$ cat src/rtl/sgs_pkg.sv
package sgs_pkg;
  localparam int SGS_ADDR_W = 64;
  localparam int SGS_LEN_W  = 32;
  localparam int SGS_HALF_W = SGS_ADDR_W / 2;

  typedef enum logic [2:0] {
    SGS_OK    = 3'd0,
    SGS_ALIGN = 3'd1,
    SGS_FULL  = 3'd2,
    SGS_EMPTY = 3'd3,
    SGS_SHORT = 3'd4
  } sgs_status_e;

  function automatic logic [SGS_LEN_W-1:0] sgs_min(input logic [SGS_LEN_W-1:0] a,
                                                   input logic [SGS_LEN_W-1:0] b);
    return (a < b) ? a : b;
  endfunction

  // result of a run that ended without alignment or capacity fault
  function automatic sgs_status_e sgs_end_code(input logic none_written,
                                               input logic budget_spent);
    if (none_written)       return SGS_EMPTY;
    else if (!budget_spent) return SGS_SHORT;
    else                    return SGS_OK;
  endfunction
endpackage

$ cat src/rtl/sgs_budget.sv
module sgs_budget import sgs_pkg::*; (
  input  logic                 clk,
  input  logic                 rst_n,
  input  logic                 load,
  input  logic [SGS_LEN_W-1:0] load_val,
  input  logic                 take,
  input  logic [SGS_LEN_W-1:0] seg_len,
  output logic [SGS_LEN_W-1:0] clip,
  output logic                 budget_zero
);
  logic [SGS_LEN_W-1:0] budget_q;

  always_comb begin
    clip        = sgs_min(seg_len, budget_q);
    budget_zero = (budget_q == '0);
  end

  always_ff @(posedge clk or negedge rst_n) begin
    if (!rst_n)    budget_q <= '0;
    else if (load) budget_q <= load_val;
    else if (take) budget_q <= budget_q - clip;
  end

  AST_CLIP_BOUND: assert property (@(posedge clk) disable iff (!rst_n)
    take |-> (clip <= budget_q) && (clip <= seg_len) && !budget_zero);
endmodule

$ cat src/rtl/sgs_chunker.sv
module sgs_chunker import sgs_pkg::*; #(
  parameter int MAX_CHUNK = 4194304
) (
  input  logic                  clk,
  input  logic                  rst_n,
  input  logic                  load,
  input  logic [SGS_ADDR_W-1:0] load_addr,
  input  logic [SGS_LEN_W-1:0]  load_len,
  input  logic                  step,
  output logic [SGS_ADDR_W-1:0] cur_addr,
  output logic [SGS_LEN_W-1:0]  chunk,
  output logic                  last_chunk
);
  localparam logic [SGS_LEN_W-1:0] MAX_L = SGS_LEN_W'(MAX_CHUNK);

  logic [SGS_LEN_W-1:0] rem_q;

  always_comb begin
    chunk      = sgs_min(rem_q, MAX_L);
    last_chunk = (rem_q <= MAX_L);
  end

  always_ff @(posedge clk or negedge rst_n) begin
    if (!rst_n) begin
      cur_addr <= '0;
      rem_q    <= '0;
    end else if (load) begin
      cur_addr <= load_addr;
      rem_q    <= load_len;
    end else if (step) begin
      cur_addr <= cur_addr + SGS_ADDR_W'(chunk);
      rem_q    <= rem_q - chunk;
    end
  end

  AST_CHUNK_MAX: assert property (@(posedge clk) disable iff (!rst_n)
    step |-> (chunk != '0) && (chunk <= MAX_L));
endmodule

$ cat src/rtl/sg_prd_splitter.sv
module sg_prd_splitter import sgs_pkg::*; #(
  parameter  int MAX_CHUNK = 4194304,
  parameter  int DEPTH     = 168,
  localparam int CNT_W     = $clog2(DEPTH + 1),
  localparam int IDX_W     = $clog2(DEPTH)
) (
  input  logic                  clk,
  input  logic                  rst_n,
  input  logic                  start,
  input  logic [SGS_LEN_W-1:0]  req_bytes,
  input  logic                  seg_valid,
  output logic                  seg_ready,
  input  logic [SGS_ADDR_W-1:0] seg_addr,
  input  logic [SGS_LEN_W-1:0]  seg_len,
  input  logic                  seg_last,
  output logic                  desc_we,
  output logic [IDX_W-1:0]      desc_idx,
  output logic [SGS_HALF_W-1:0] desc_addr_lo,
  output logic [SGS_HALF_W-1:0] desc_addr_hi,
  output logic [31:0]           desc_rsvd,
  output logic [SGS_LEN_W-1:0]  desc_bcnt,
  output logic                  done,
  output logic [2:0]            status,
  output logic [CNT_W-1:0]      desc_count
);
  typedef enum logic [1:0] {ST_IDLE, ST_TAKE, ST_EMIT} st_e;

  st_e                   st_q, st_d;
  logic [CNT_W-1:0]      cnt_q;
  logic                  last_q;
  logic                  done_q;
  logic [2:0]            stat_q;

  // named internal events
  logic                  load_ev, hs_ev, odd_ev, take_ev, step_ev, full_w, fin_ev;
  sgs_status_e           fin_code;

  logic [SGS_LEN_W-1:0]  clip, chunk;
  logic                  budget_zero, last_chunk;
  logic [SGS_ADDR_W-1:0] cur_addr;

  sgs_budget u_budget (
    .clk(clk), .rst_n(rst_n), .load(load_ev), .load_val(req_bytes),
    .take(take_ev), .seg_len(seg_len), .clip(clip), .budget_zero(budget_zero)
  );

  sgs_chunker #(.MAX_CHUNK(MAX_CHUNK)) u_chunker (
    .clk(clk), .rst_n(rst_n), .load(take_ev), .load_addr(seg_addr),
    .load_len(clip), .step(step_ev), .cur_addr(cur_addr), .chunk(chunk),
    .last_chunk(last_chunk)
  );

  always_comb begin
    load_ev   = (st_q == ST_IDLE) && start;
    seg_ready = (st_q == ST_TAKE) && !budget_zero;
    hs_ev     = seg_ready && seg_valid;
    odd_ev    = hs_ev && seg_addr[0];
    take_ev   = hs_ev && !seg_addr[0];
    full_w    = (cnt_q == CNT_W'(DEPTH));
    step_ev   = (st_q == ST_EMIT) && !full_w;
    fin_ev    = 1'b0;
    fin_code  = SGS_OK;
    st_d      = st_q;
    case (st_q)
      ST_IDLE: if (start) st_d = ST_TAKE;
      ST_TAKE: begin
        if (budget_zero) begin
          fin_ev   = 1'b1;
          fin_code = sgs_end_code(cnt_q == '0, 1'b1);
        end else if (odd_ev) begin
          fin_ev   = 1'b1;
          fin_code = SGS_ALIGN;
        end else if (take_ev) begin
          if (clip != '0) st_d = ST_EMIT;
          else if (seg_last) begin
            fin_ev   = 1'b1;
            fin_code = sgs_end_code(cnt_q == '0, 1'b0);
          end
        end
      end
      ST_EMIT: begin
        if (full_w) begin
          fin_ev   = 1'b1;
          fin_code = SGS_FULL;
        end else if (last_chunk) begin
          if (last_q || budget_zero) begin
            fin_ev   = 1'b1;
            fin_code = sgs_end_code(1'b0, budget_zero);
          end else st_d = ST_TAKE;
        end
      end
      default: st_d = ST_IDLE;
    endcase
    if (fin_ev) st_d = ST_IDLE;
  end

  always_ff @(posedge clk or negedge rst_n) begin
    if (!rst_n) begin
      st_q   <= ST_IDLE;
      cnt_q  <= '0;
      last_q <= 1'b0;
      done_q <= 1'b0;
      stat_q <= 3'd0;
    end else begin
      st_q   <= st_d;
      done_q <= fin_ev;
      if (fin_ev)       stat_q <= fin_code;
      if (load_ev)      cnt_q  <= '0;
      else if (step_ev) cnt_q  <= cnt_q + CNT_W'(1);
      if (take_ev)      last_q <= seg_last;
    end
  end

  always_comb begin
    desc_we      = step_ev;
    desc_idx     = cnt_q[IDX_W-1:0];
    desc_addr_lo = cur_addr[SGS_HALF_W-1:0];
    desc_addr_hi = cur_addr[SGS_ADDR_W-1:SGS_HALF_W];
    desc_rsvd    = '0;
    desc_bcnt    = chunk - SGS_LEN_W'(1);
    done         = done_q;
    status       = stat_q;
    desc_count   = cnt_q;
  end

  AST_NO_OVERFLOW: assert property (@(posedge clk) disable iff (!rst_n)
    desc_we |-> (desc_count < CNT_W'(DEPTH)));
  AST_FULL_COUNT: assert property (@(posedge clk) disable iff (!rst_n)
    (done && status == 3'd2) |-> (desc_count == CNT_W'(DEPTH)));
  AST_READY_QUIET: assert property (@(posedge clk) disable iff (!rst_n)
    desc_we |-> !seg_ready);
  AST_EVEN_ADDR: assert property (@(posedge clk) disable iff (!rst_n)
    desc_we |-> !desc_addr_lo[0]);
  AST_DONE_PULSE: assert property (@(posedge clk) disable iff (!rst_n)
    done |=> !done);
endmodule

$ cat config.mk
export PLATFORM = sky130hd
export DESIGN_NAME = sg_prd_splitter
export DESIGN_NICKNAME = d
export VERILOG_FILES = /design/src/rtl/sgs_pkg.sv /design/src/rtl/sgs_budget.sv /design/src/rtl/sgs_chunker.sv /design/src/rtl/sg_prd_splitter.sv
export SDC_FILE = /design/constraint.sdc
export NUM_CORES = 1
export LEC_CHECK = 0
export ABC_AREA = 1
export BUFFER_PORTS_ARGS = -buffer_cell sky130_fd_sc_hd__buf_4
export CORE_ASPECT_RATIO = 2
export CORE_UTILIZATION = 39
export DETAILED_ROUTE_END_ITERATION = 6
export GPL_TIMING_DRIVEN = 0
export PLACE_DENSITY = 0.63
export SLEW_MARGIN = 25
export SYNTH_ARGS = -nofsm -noshare
export SYNTH_HDL_FRONTEND = slang
export SYNTH_SLANG_ARGS = --single-unit
$ cat constraint.sdc
create_clock -name clk -period 4.3 [get_ports clk]
set_input_delay 1.29 -clock clk [delete_from_list [all_inputs] [get_ports clk]]
set_output_delay 1.29 -clock clk [all_outputs]
set_load 0.05 [all_outputs]
==> results.toml <==
[setup_path]
crit_required_ns = 3.01
r2r_cells = 33
start_kind = "register"
path_max_fanout = 4
crit_top_cell = "buf_6"
worstReg2RegEnd = "u_chunker.cur_addr[60]"
r2r_start = "u_chunker.rem_q[29]"
crit_buf_inv = 12
cp_slowest_cell = "dfrtp_1"
worst_setup_path_end_kind = "primary output"
cp.arrival_ns = 3.56
r2r_setup_slack_ns = -0.41
max_stage_delay_ns = 0.40
crit_type = "register to primary output"
cpLargestDelayFamily = "simple AND/OR/NAND/NOR gates"

[floorplan]
die_w_um = 135
start_util_pct = 39.4
fp.dieH_um = 268
io_pins = 283
core_area_um2 = 35000
core.rowCount = 97
die-area_um2 = 36100

[synth]
synthCells = 2031
synth-edff-count = 0
async_reset_ff_share_pct = 100
syn_area_um2 = 13800
ys_ff_latch = 143
synth.distinct_cells = 60
yosysSeqAreaShare_pct = 26.0
ys.flop_type = "dfrtp_1"
yosys_warnings = 0
syn_area_per_cell_um2 = 6.78

[grt]
antenna_found_initial = 0
track_usage_pct = 34.9
grt_pass1_vias = 16710
grt_first_pass_wirelength_um = 93000
grt_max_degree = 85
overflow = 0

[cells_and_area]
final_util_pct = 58.3
drive_above_1_share_pct = 32.8
syn2layout_area_growth_pct = 47.9
num_antenna_cells = 0
fillCellCount = 3360
nNetsFinal = 2728
stdcell_count = 2948
final-seq-area_um2 = 3580
layout_common_cells = "buf_4 (370), nand2_1 (362), inv_1 (251)"
final_common_cell = "buf_4"
multiInputGateArea_um2 = 10500

[sta]
max_slew_margin_pct = 36.3
hold_viol = 0
fin_crit_ns = 4.85
fin_crit_sh_pct = 113
setup_violations = 57
postLayoutSetupSlackWorst_ns = -0.548
fin_worst_skew_ns = 0.0117
tightest_slew_ns = 0.947
fmax_mhz = 206
drv_slew = 0
rsz0062_at_grt = "yes"

[placement]
numPortBuffers = 250
dpl.hpwl_um = 49000
placedCellCount = 2767
gp_congestion = 1.04

[power]
leakage_nw = 9.66
ir_drop_mv = 0.507
power_density_nw_per_um2 = 961

[clock_network]
cts_root_buf = "clkbuf_16"
path_clk_slew_ns = 0.06
clkLatencyLatePin_ns = 0.46
tritoncts = "built"
cts-hold-fix-buffers = 0
cts_buffer_depth = 2
cts.sinks = 143
cts_buffers = 17
htreeDepth = 4

[run_status]
violations = "setup timing"
outcome = "complete, but fails checks"

[min_path]
holdPathEnd = "status[1]"
min_path_cells = 2
hp-start = "status[1]"
min_path_type = "register to register"

[drt]
drt-vias-per-instance = 5.49
drt-wirelength-per-cell_um = 21.4
num_vias = 16195
dr.pass1.iters = 5
detail-route-antenna-nets = 0
routed_wl_um = 63200
drt_iter0_markers = 738
drc = 0

[run]
timing.max_cap.violations = 0
layout make-up:
type	count	share of cell area, %
inverters	275	5.19
clock inverters	11	0.798
plain buffers	95	3.22
multi-input cells	1556	51.6
repair buffers	403	16.6
clock buffers	20	2.29
flip-flops and latches	143	17.6
well taps	445	2.73
where the power goes:
part           internal, mW  total [mW]  switching (mW)
clock                  1.01        1.67           0.657
sequential             1.94        2.62           0.684
combinational          6.05        15.3            9.24
total                  9.00        19.6            10.6
synth_stat cells, types with 21 or more instances:
cell type  instances  share of area, %
inv_1            267               7.3
a21oi_1          144               5.2
nand3b_1          21               1.1
nand2_1          422                12
nor2_1           225               6.1
xor2_1            43               2.7
o21ai_0          142               5.2
clkbuf_1          39               1.1
o211ai_1          36               2.0
nor3_1            30               1.1
nand4_1           22               1.0
nand3_1           68               2.5
nor4_1            26               1.2
o221ai_1          26               1.7
o22ai_1           35               1.6
buf_4             40               2.2
o21ai_1           28               1.0
dfrtp_1          143                26
ha_1             102               9.3
worst max path at each step:
stage,start,end,slack (ns),depth (start not counted)
floorplan,u_chunker.rem_q[27],desc_bcnt[22],-0.21,23
global placement,seg_len[27],u_budget.budget_q[26],-1.57,30
CTS,u_chunker.rem_q[26],desc_bcnt[22],-0.51,25
detailed placement,seg_len[27],u_budget.budget_q[26],-1.58,30
global route,seg_len[5],u_budget.budget_q[24],-0.64,32
finish,u_chunker.rem_q[29],desc_bcnt[18],-0.55,26
cells by family after synthesis:
kind of cell	after synthesis	synth area share, %
simple gates	867	28.0
compound gates	480	20.7
buf+inv	372	11.8
flops	143	26.0
fa+ha+maj	104	9.56
xor+xnor	63	4.01
other cells	2	0.0545
routing by layer:
metal  wire (um)  share of wire, %  GRT usage, %  vias to the layer above
met5           0                 0             0                        -
met4        6890                11          34.9                        0
met3        2930               4.6          5.66                      285
met2       34100                54          67.0                      615
met1       19300                30          29.0                     7639
li1            -                 -             -                     7656
worst reg2reg max path, delay by kind of cell, from the launching register on:
family | cells | cell delay [ns]
compound gates | 7 | 0.93
fa+ha+maj | 2 | 0.47
buf+inv | 13 | 1.22
flops | 1 | 0.40
simple gates | 11 | 1.55
repair_timing:
item                       in CTS  in global routing
pin swaps                     104                122
setup endpoints to repair      87                 92
setup buffers                 114                 54
resized for setup             260                170
through the flow:
stage	TNS, ns	worst slack, ns	total power [mW]	hold WS, ns	area (um2)
3_5_place_dp	-53.38	-1.58	13.8	0.460	16800
4_1_cts	-11.38	-0.508	18.2	0.475	19400
5_1_grt	-23.24	-0.638	20.8	0.502	20400
6_report	-14.70	-0.548	19.6	0.477	20400
2_1_floorplan	-0.980	-0.213	10.4	0.503	14300
3_3_place_gp	-51.83	-1.57	13.7	0.460	16700
flip-flops by register name (all words and copies together) (netlist names):
signal              count
desc_count              8
done                    1
last_q                  1
st_q                    2
status                  3
u_budget.budget_q      32
u_chunker.cur_addr     64
u_chunker.rem_q        32
Note: power is estimated with default switching activity, not from simulation.
